==> src/rtl/uart9_rx_pkg.sv <==
package uart9_rx_pkg;
  localparam int OVERSAMPLE = 16;
  localparam int CNT_W      = $clog2(OVERSAMPLE);

  typedef struct packed {
    logic [7:0] data;
    logic       bit9;
    logic       ferr;
  } rx_char_t;

  typedef enum logic [1:0] {
    S_IDLE  = 2'd0,
    S_START = 2'd1,
    S_DATA  = 2'd2,
    S_STOP  = 2'd3
  } rx_state_t;

  function automatic logic maj3(input logic a, input logic b, input logic c);
    return (a & b) | (a & c) | (b & c);
  endfunction

  function automatic logic filter_pass(input logic addr_mode, input logic ninth);
    return !addr_mode || ninth;
  endfunction
endpackage

==> src/rtl/uart9_tick_gen.sv <==
module uart9_tick_gen #(
  parameter int DIV_W = 16
) (
  input  logic             clk,
  input  logic             rst_n,
  input  logic [DIV_W-1:0] div,
  output logic             tick
);
  logic [DIV_W-1:0] cnt_q;
  logic             wrap;

  assign wrap = (div <= DIV_W'(1)) || (cnt_q >= div - DIV_W'(1));
  assign tick = wrap;

  always_ff @(posedge clk or negedge rst_n) begin
    if (!rst_n)    cnt_q <= '0;
    else if (wrap) cnt_q <= '0;
    else           cnt_q <= cnt_q + DIV_W'(1);
  end
endmodule

==> src/rtl/uart9_bit_engine.sv <==
module uart9_bit_engine
  import uart9_rx_pkg::*;
(
  input  logic     clk,
  input  logic     rst_n,
  input  logic     en,
  input  logic     tick,
  input  logic     line,
  input  logic     nine,
  output logic     done,
  output rx_char_t char_out
);
  localparam logic [CNT_W-1:0] MID_A = CNT_W'(OVERSAMPLE/2 - 1);
  localparam logic [CNT_W-1:0] MID_B = CNT_W'(OVERSAMPLE/2);
  localparam logic [CNT_W-1:0] MID_C = CNT_W'(OVERSAMPLE/2 + 1);
  localparam logic [CNT_W-1:0] LAST  = CNT_W'(OVERSAMPLE - 1);

  rx_state_t        state_q;
  logic [CNT_W-1:0] scnt_q;
  logic [3:0]       bidx_q;
  logic [8:0]       shreg_q;
  logic             s_a_q, s_b_q;
  logic             done_q;
  rx_char_t         char_q;
  logic [3:0]       last_bit;
  logic             voted;

  assign last_bit = nine ? 4'd8 : 4'd7;
  assign voted    = maj3(s_a_q, s_b_q, line);
  assign done     = done_q;
  assign char_out = char_q;

  always_ff @(posedge clk or negedge rst_n) begin
    if (!rst_n) begin
      state_q <= S_IDLE;
      scnt_q  <= '0;
      bidx_q  <= '0;
      shreg_q <= '0;
      s_a_q   <= 1'b1;
      s_b_q   <= 1'b1;
      done_q  <= 1'b0;
      char_q  <= '0;
    end else begin
      done_q <= 1'b0;
      if (!en) begin
        state_q <= S_IDLE;
        scnt_q  <= '0;
      end else if (tick) begin
        scnt_q <= scnt_q + CNT_W'(1);
        if (scnt_q == MID_A) s_a_q <= line;
        if (scnt_q == MID_B) s_b_q <= line;
        unique case (state_q)
          S_IDLE: begin
            scnt_q <= '0;
            if (!line) begin
              state_q <= S_START;
              shreg_q <= '0;
            end
          end
          S_START: begin
            if (scnt_q == MID_A && line) state_q <= S_IDLE;
            else if (scnt_q == LAST) begin
              state_q <= S_DATA;
              bidx_q  <= '0;
            end
          end
          S_DATA: begin
            if (scnt_q == MID_C) shreg_q[bidx_q] <= voted;
            if (scnt_q == LAST) begin
              if (bidx_q == last_bit) state_q <= S_STOP;
              else                    bidx_q  <= bidx_q + 4'd1;
            end
          end
          S_STOP: begin
            if (scnt_q == MID_C) begin
              done_q        <= 1'b1;
              char_q.data   <= shreg_q[7:0];
              char_q.bit9   <= nine & shreg_q[8];
              char_q.ferr   <= !voted;
              state_q       <= S_IDLE;
            end
          end
          default: state_q <= S_IDLE;
        endcase
      end
    end
  end
endmodule

==> src/rtl/uart9_char_fifo.sv <==
module uart9_char_fifo
  import uart9_rx_pkg::*;
#(
  parameter int DEPTH = 2
) (
  input  logic     clk,
  input  logic     rst_n,
  input  logic     push,
  input  rx_char_t push_char,
  input  logic     pop,
  output rx_char_t head,
  output logic     full,
  output logic     empty,
  output logic [$clog2(DEPTH+1)-1:0] level
);
  localparam int PTR_W = (DEPTH > 1) ? $clog2(DEPTH) : 1;
  localparam int LVL_W = $clog2(DEPTH+1);

  rx_char_t         mem_q [DEPTH];
  logic [PTR_W-1:0] wptr_q, rptr_q;
  logic [LVL_W-1:0] lvl_q;
  logic             do_push, do_pop;

  function automatic logic [PTR_W-1:0] ptr_next(input logic [PTR_W-1:0] p);
    return (p == PTR_W'(DEPTH-1)) ? '0 : p + PTR_W'(1);
  endfunction

  assign empty   = (lvl_q == '0);
  assign full    = (lvl_q == LVL_W'(DEPTH));
  assign level   = lvl_q;
  assign do_push = push && !full;
  assign do_pop  = pop && !empty;
  assign head    = mem_q[rptr_q];

  for (genvar i = 0; i < DEPTH; i++) begin : g_slot
    always_ff @(posedge clk or negedge rst_n) begin
      if (!rst_n)                               mem_q[i] <= '0;
      else if (do_push && wptr_q == PTR_W'(i))  mem_q[i] <= push_char;
    end
  end

  always_ff @(posedge clk or negedge rst_n) begin
    if (!rst_n) begin
      wptr_q <= '0;
      rptr_q <= '0;
      lvl_q  <= '0;
    end else begin
      if (do_push) wptr_q <= ptr_next(wptr_q);
      if (do_pop)  rptr_q <= ptr_next(rptr_q);
      lvl_q <= lvl_q + LVL_W'(do_push) - LVL_W'(do_pop);
    end
  end
endmodule

==> src/rtl/uart9_addr_rx.sv <==
module uart9_addr_rx
  import uart9_rx_pkg::*;
#(
  parameter int DIV_W = 16,
  parameter int DEPTH = 2
) (
  input  logic             clk,
  input  logic             rst_n,
  input  logic             rx_line,
  input  logic             rx_en,
  input  logic             nine_en,
  input  logic             addr_en,
  input  logic             inv_pol,
  input  logic             irq_en,
  input  logic [DIV_W-1:0] baud_div,
  input  logic             rx_pop,
  output logic [7:0]       rx_data,
  output logic [2:0]       rx_stat,
  output logic             rx_flag,
  output logic             rx_irq
);
  localparam int LVL_W = $clog2(DEPTH+1);

  logic [1:0]       sync_q;
  logic             line_s;
  logic             tick;
  logic             char_done;
  rx_char_t         char_new;
  rx_char_t         head;
  logic             addr_eff;
  logic             passes;
  logic             push;
  logic             full, empty;
  logic [LVL_W-1:0] level;
  logic             oerr_q;

  always_ff @(posedge clk or negedge rst_n) begin
    if (!rst_n) sync_q <= 2'b11;
    else        sync_q <= {sync_q[0], rx_line};
  end
  assign line_s = sync_q[1] ^ inv_pol;

  uart9_tick_gen #(.DIV_W(DIV_W)) u_tick (
    .clk(clk), .rst_n(rst_n), .div(baud_div), .tick(tick)
  );

  uart9_bit_engine u_eng (
    .clk(clk), .rst_n(rst_n), .en(rx_en), .tick(tick), .line(line_s),
    .nine(nine_en), .done(char_done), .char_out(char_new)
  );

  assign addr_eff = addr_en & nine_en;
  assign passes   = char_done && rx_en && filter_pass(addr_eff, char_new.bit9);
  assign push     = passes && !full && !oerr_q;

  always_ff @(posedge clk or negedge rst_n) begin
    if (!rst_n)              oerr_q <= 1'b0;
    else if (!rx_en)         oerr_q <= 1'b0;
    else if (passes && full) oerr_q <= 1'b1;
  end

  uart9_char_fifo #(.DEPTH(DEPTH)) u_fifo (
    .clk(clk), .rst_n(rst_n), .push(push), .push_char(char_new),
    .pop(rx_pop), .head(head), .full(full), .empty(empty), .level(level)
  );

  assign rx_data = head.data;
  assign rx_stat = {oerr_q, head.ferr, head.bit9};
  assign rx_flag = !empty;
  assign rx_irq  = rx_flag & irq_en;
endmodule

==> config.mk <==
export PLATFORM = sky130hd
export DESIGN_NAME = uart9_addr_rx
export DESIGN_NICKNAME = d
export VERILOG_FILES = /design/src/rtl/uart9_rx_pkg.sv /design/src/rtl/uart9_tick_gen.sv /design/src/rtl/uart9_bit_engine.sv /design/src/rtl/uart9_char_fifo.sv /design/src/rtl/uart9_addr_rx.sv
export SDC_FILE = /design/constraint.sdc
export NUM_CORES = 1
export LEC_CHECK = 0
export CAP_MARGIN = 0
export CORE_AREA = 2 2 95 97
export DETAILED_ROUTE_END_ITERATION = 16
export DIE_AREA = 0 0 97 99
export DONT_BUFFER_PORTS = 1
export GPL_TIMING_DRIVEN = 0
export PLACE_DENSITY = 0.66
export SYNTH_ARGS = -nofsm -noshare
export SYNTH_HDL_FRONTEND = slang
export SYNTH_SLANG_ARGS = --single-unit
==> constraint.sdc <==
create_clock -name clk -period 5.9 [get_ports clk]
set_input_delay 1.77 -clock clk [delete_from_list [all_inputs] [get_ports clk]]
set_output_delay 1.77 -clock clk [all_outputs]
set_load 0.03 [all_outputs]
; ---- Yosys cells after proc, flatten, opt, wreduce, memory -nomap -nowiden
; Cells that the tools add are included.
[classes]
add_sub_neg = 8
n_lt_le_gt_ge = 5
eq_ne = 22
mux = 36
n_bitwise = 11
reduce_logical = 28
[op_table]
columns = op, count
row1 = 4-bit 2-to-1 mux, 8
row2 = 10-bit 2-to-1 mux, 3
row3 = 9-bit 2-to-1 mux, 2
row4 = 9-bit case mux with 2 select lines, 1
row5 = "16-bit by 1-bit adder with 16-bit output, second input constant", 1
row6 = 16-bit greater-or-equal comparator, 1
row7 = "16-bit by 1-bit <= comparator with 1-bit output, second input constant", 1
row8 = 16-bit 2-to-1 mux, 1
row9 = 2-bit 2-to-1 mux, 8
row10 = "16-bit by 1-bit subtractor with 16-bit output, second input constant", 1
row11 = "4-bit == test, second input constant", 3
row12 = 1-bit logical AND, 11
row13 = "2-bit by 1-bit inequality test with 1-bit output, second input constant", 5
row14 = 9-bit bitwise mux, 1
row15 = 1-bit 2-to-1 mux, 9
row16 = "3-bit by 2-bit inequality test with 1-bit output, second input constant", 3
row17 = "4-bit by 1-bit adder with 4-bit output, second input constant", 2
row18 = 2-bit case mux with 4 select lines, 1
row19 = 4-bit case mux with 2 select lines, 1
row20 = 7-bit AND reduction, 1
row21 = 1-bit bitwise AND, 6
row22 = "2-bit == test, second input constant", 3
row23 = "2-bit inequality test, second input constant", 3
row24 = 3-bit AND reduction, 2
row25 = 23 further kinds, 32
[word_totals]
register_bits = 75
in_bits = 25
out_inout_bits = 13
elab_cells = 132

; ---- Logic depth before layout (Yosys ltp)
[depth]
word_depth = 9
depth_mapped = 16
depth_no_buf = 14

; ---- Hierarchy
; A second synthesis with hierarchy kept.
[unflattened]
cells_unflattened = 415
hier_area_um2 = 4355.4
[modules_own_cells]
columns = module, instances, cells_per_inst, area_per_inst_um2, seq_area_each_um2
row1 = uart9_bit_engine, 1, 174, 1712.9, 803.3
row2 = uart9_tick_gen, 1, 157, 1390.1, 400.4
row3 = uart9_char_fifo, 1, 71, 1109.8, 600.6
row4 = uart9_addr_rx, 1, 13, 142.6, 77.6

; ---- Least setup slack after synthesis
; No wires, ideal clock.
[synth_timing]
path_kind = in2reg
start = in baud_div[2]
end = reg u_eng.char_q, in the netlist u_eng.char_out[2]
setup_time_ns = 0.125
t_arrival_ns = 5.006
t_required_ns = 5.775
setup_slack_ns = 0.769
path_stages = 13
n_path_buf = 2
cell_sequence = or4_1 nor3_1 nand2b_1 nor3_1 xnor2_1 ha_1 nand4_1 o41ai_1 or2_1 buf_6 nand4_4 buf_6 mux2_4
[synth_between]
elab_chain_cells = 4
word_cells_on_any_way = 5
classes_between = 1 x add/sub / 2 x order compare / 2 x reduce/logical
[synth_lines]
columns = element, line_no
row1 = from (decl), uart9_addr_rx.sv:15  ; input logic [DIV_W-1:0] baud_div,
row2 = 16-bit by 1-bit subtractor with 16-bit output, uart9_tick_gen.sv:12  ; assign wrap = (div <= DIV_W'(1)) || (cnt_q >= div - DIV_W'(1));
row3 = 16-bit greater-or-equal comparator, uart9_tick_gen.sv:12
row4 = 1-bit logical OR *, uart9_tick_gen.sv:12
row5 = 4-bit AND reduction (no line) *, n/a
row6 = to (decl), uart9_bit_engine.sv:24  ; rx_char_t char_q;
; Mark *: on every way between the ends. The rest lies on a longest branch, timed or not.
; A chain may end at the register's enable or synchronous reset.

; ---- Worst setup path in the final report
[layout_timing]
start = in baud_div[2]
end = reg u_eng.shreg_q[3]
[layout_between]
elab_chain_cells = 4
word_cells_on_any_way = 5
classes_between = 1 x add/sub / 2 x order compare / 2 x reduce/logical
[layout_lines]
columns = element, line_no
row1 = 16-bit by 1-bit subtractor with 16-bit output, uart9_tick_gen.sv:12
row2 = 16-bit greater-or-equal comparator, uart9_tick_gen.sv:12
row3 = 1-bit logical OR *, uart9_tick_gen.sv:12
row4 = 5-bit AND reduction (no line) *, n/a
row5 = "to (signal, indexed assignment)", uart9_bit_engine.sv:68  ; if (scnt_q == MID_C) shreg_q[bidx_q] <= voted;
row6 = to (decl), uart9_bit_engine.sv:21  ; logic [8:0] shreg_q;
; Marked as above.

==> results.py <==
metrics = {
    "status": {
        "status": "completed",
    },
    "synth": {
        "synth-edff-count": 0,
        "synth_top_area_cell": "dfrtp_1",
        "ys_ff_latch": 75,
        "synth.distinct_cells": 52,
        "netlist.area_leader.share_pct": 40.77,
        "yosys_warnings": 0,
        "seq_area_frac_synth_pct": 43.18,
        "syn_nets": 473,
        "synthTopCellsByArea": "dfrtp_1, ha_1, mux2_2",
        "synth_area_um2": 4358,
        "synth_ff_type": "dfrtp_1",
        "async_reset_ff_share_pct": 100.0,
        "avgSynthCellArea_um2": 10.50,
        "synthCells": 415,
    },
    "sta": {
        "fmax_mhz": 183.6,
        "setup_violations": 0,
        "finalCriticalPeriod_ns": 5.447,
        "rsz0062_at_grt": "no",
        "hold_violations": 0,
        "finClkSkew_ns": 0.01169,
        "finalSetupTns_ns": 0,
        "finalCritPeriodShare_pct": 92.31,
        "worstMarginPinSlew_ns": 0.8813,
        "slew_headroom_pct": 40.48,
        "finalMaxSlewViolations": 0,
    },
    "final_layout": {
        "fin_nets": 485,
        "final_cell_mix": "dfrtp_1, ha_1, nand2_1, nor2_1, mux2_2",
        "final_util_pct": 54.92,
        "n_antenna_cell": 0,
        "area_growth_pct": 7.752,
        "drive_above_1_share_pct": 16.90,
        "layout_commonest_cell": "dfrtp_1",
    },
    "critical_path": {
        "rrSetupSlack_ns": 2.84,
        "start_kind": "input pin",
        "slowest_stage": "o41ai_1",
        "crit_type": "input pin to register",
        "cp_max_fo": 10,
        "cp_cell_sequence": "or4_1 -> nor3_1 -> nand2b_1 -> nor3_1 -> xnor2_1 -> ha_1 -> nand4_1 -> o41ai_1 -> o21ai_2 -> clkbuf_1 -> o31ai_1 -> o41ai_1",
        "crit_required_ns": 6.12,
        "slowest_delay_ns": 0.86,
        "endpoint_kind": "register",
        "arrival_ns": 5.66,
    },
    "detailed_routing": {
        "antenna_left": 0,
        "vias_per_cell": 5.559,
        "drc": 0,
        "routed_wl_um": 8249,
        "wire_per_inst_um": 15.28,
        "vias": 3002,
        "drt-initial-drc-count": 129,
        "drtPass1Iterations": 5,
    },
    "place": {
        "portBuffers": 0,
        "dp_hpwl_um": 6087,
        "gp_congestion": 0.8324,
    },
    "global_routing": {
        "grt_pass1_wl_um": 14150,
        "grt_pass1_vias": 3029,
        "grt_max_degree": 76,
        "grt_antenna_before_repair": 0,
        "grtUsageTotal_pct": 18.21,
        "overflow": 0,
    },
    "cts": {
        "cts_tree": "yes",
        "cts-buffers-inserted": 9,
        "root_buffer": "clkbuf_8",
        "cts_max_level": 3,
        "post_cts_buffers": 0,
        "clock_latency_ns": 0.36,
        "cts_resized": 0,
        "clockBufferDepth": 2,
        "cts_hold_buf": 0,
        "clk_pin_slew_ns": 0.09,
        "cts_num_sinks": 75,
    },
    "die": {
        "rows": 34,
        "die_h_um": 99,
        "die_area_um2": 9603,
        "coreArea_um2": 8551,
        "die_width_um": 97,
        "start_util_pct": 50.97,
        "io_pins": 38,
    },
    "pwr": {
        "leakagePower_nw": 2.212,
        "ir_drop_uv": 171.7,
        "p_seq_share_pct": 51.0,
        "swShare_pct": 30.86,
        "cellPowerDensity_nw_per_um2": 244.1,
        "clockPowerShare_pct": 33.5,
        "power.switching_mw": 0.3536,
        "p_int_mw": 0.7924,
        "comb_power_share_pct": 15.5,
    },
    "min_path": {
        "worstHoldPathType": "register to register",
    },
    "flow_run": {
        "maxCapViolCount": 0,
    },
}
==> state kept, by name, indices dropped and copies added, names as in the netlist, 2 cells and up <==
register        flops
u_eng.char_out     10
u_fifo.mem_q       20
sync_q              2
u_eng.state_q       2
u_eng.shreg_q       9
u_fifo.level        2
u_eng.bidx_q        4
u_tick.cnt_q       16
u_eng.scnt_q        4
==> stage by stage <==
step	total power [mW]	hold slack, ns	cells	setup slack, ns	instance area [um^2]
final	1.146	0.3593	540	0.4535	4696
after global placement	0.7628	0.3461	523	0.2208	4493
after CTS	1.166	0.3616	540	0.5213	4696
after global routing	1.215	0.3672	540	0.1372	4696
after floorplan	0.7335	0.3452	415	0.7690	4358
after detailed placement	0.7741	0.3482	524	0.1348	4507
==> worst max-delay path, delay by kind of cell <==
family	cells	cell delay (ns)
AO/OA/AOI/OAI	4	1.62
XOR/XNOR	1	0.09
adder cells (fa/ha/maj)	1	0.31
buffers and inverters	1	0.31
AND/OR/NAND/NOR	5	1.55
==> cell usage after synthesis (all sizes together), types with 2 or more instances <==
library cell	instances
a21o	2
a21oi	18
a311oi	2
a31oi	2
and2	4
and3	6
buf	5
clkbuf	6
dfrtp	71
dfstp	4
ha	33
inv	25
mux2	37
mux2i	4
nand2	32
nand2b	2
nand3	9
nand3b	3
nand4	5
nor2	32
nor2b	7
nor3	7
nor4	3
o21a	2
o21ai	20
o22ai	3
o31ai	13
o41ai	6
or2	3
or3	2
or4	4
xnor2	18
xor2	16
==> final cells by class <==
class	instances	area, um^2
inverter	25	93.84
multi-input combinational	304	2326
tap	108	135.1
sequential	75	1882
fill	763	3855
clock inverter	7	65.06
buffer	11	62.56
clock buffer	9	123.9
timing repair buffer	1	7.507
==> final timing paths <==
path / endpoint / depth (start not counted) / from
max in group asynchronous: u_eng.s_b_q / 0 / rst_n
hold reg to reg: sync_q[1] / 0 / sync_q[0]
setup / recovery: u_eng.shreg_q[3] / 12 / baud_div[2]
min in group asynchronous: u_tick.cnt_q[14] / 0 / rst_n
hold / removal: sync_q[1] / 0 / sync_q[0]
setup reg to reg: u_eng.shreg_q[3] / 9 / u_tick.cnt_q[1]
==> power by group through the flow <==
stage | clock, mW | sequential, mW | combinational (mW)
floorplan | 0 | 0.585 | 0.148
global placement | 0 | 0.594 | 0.169
detailed placement | 0 | 0.595 | 0.179
CTS | 0.399 | 0.585 | 0.181
global route | 0.421 | 0.591 | 0.203
finish | 0.384 | 0.584 | 0.178
==> cell families after synthesis <==
| family | after synthesis | share of synthesized area [%] |
|---|---|---|
| adder cells (fa/ha/maj) | 34 | 9.704 |
| AO/OA/AOI/OAI | 72 | 10.97 |
| AND/OR/NAND/NOR | 123 | 14.64 |
| multiplexers | 41 | 11.08 |
| XOR/XNOR | 34 | 6.833 |
| buffers and inverters | 36 | 3.589 |
| flip-flops | 75 | 43.18 |
==> routing by layer <==
layer  up-vias  routed length, um  GRT usage [%]
met4         0                105          6.067
met3         9                270          4.610
met2        48               3897          29.91
met5         -                  0              0
met1      1454               3976          23.71
li1       1491                  -              -
No activity file was read; power rests on OpenSTA's default activity.
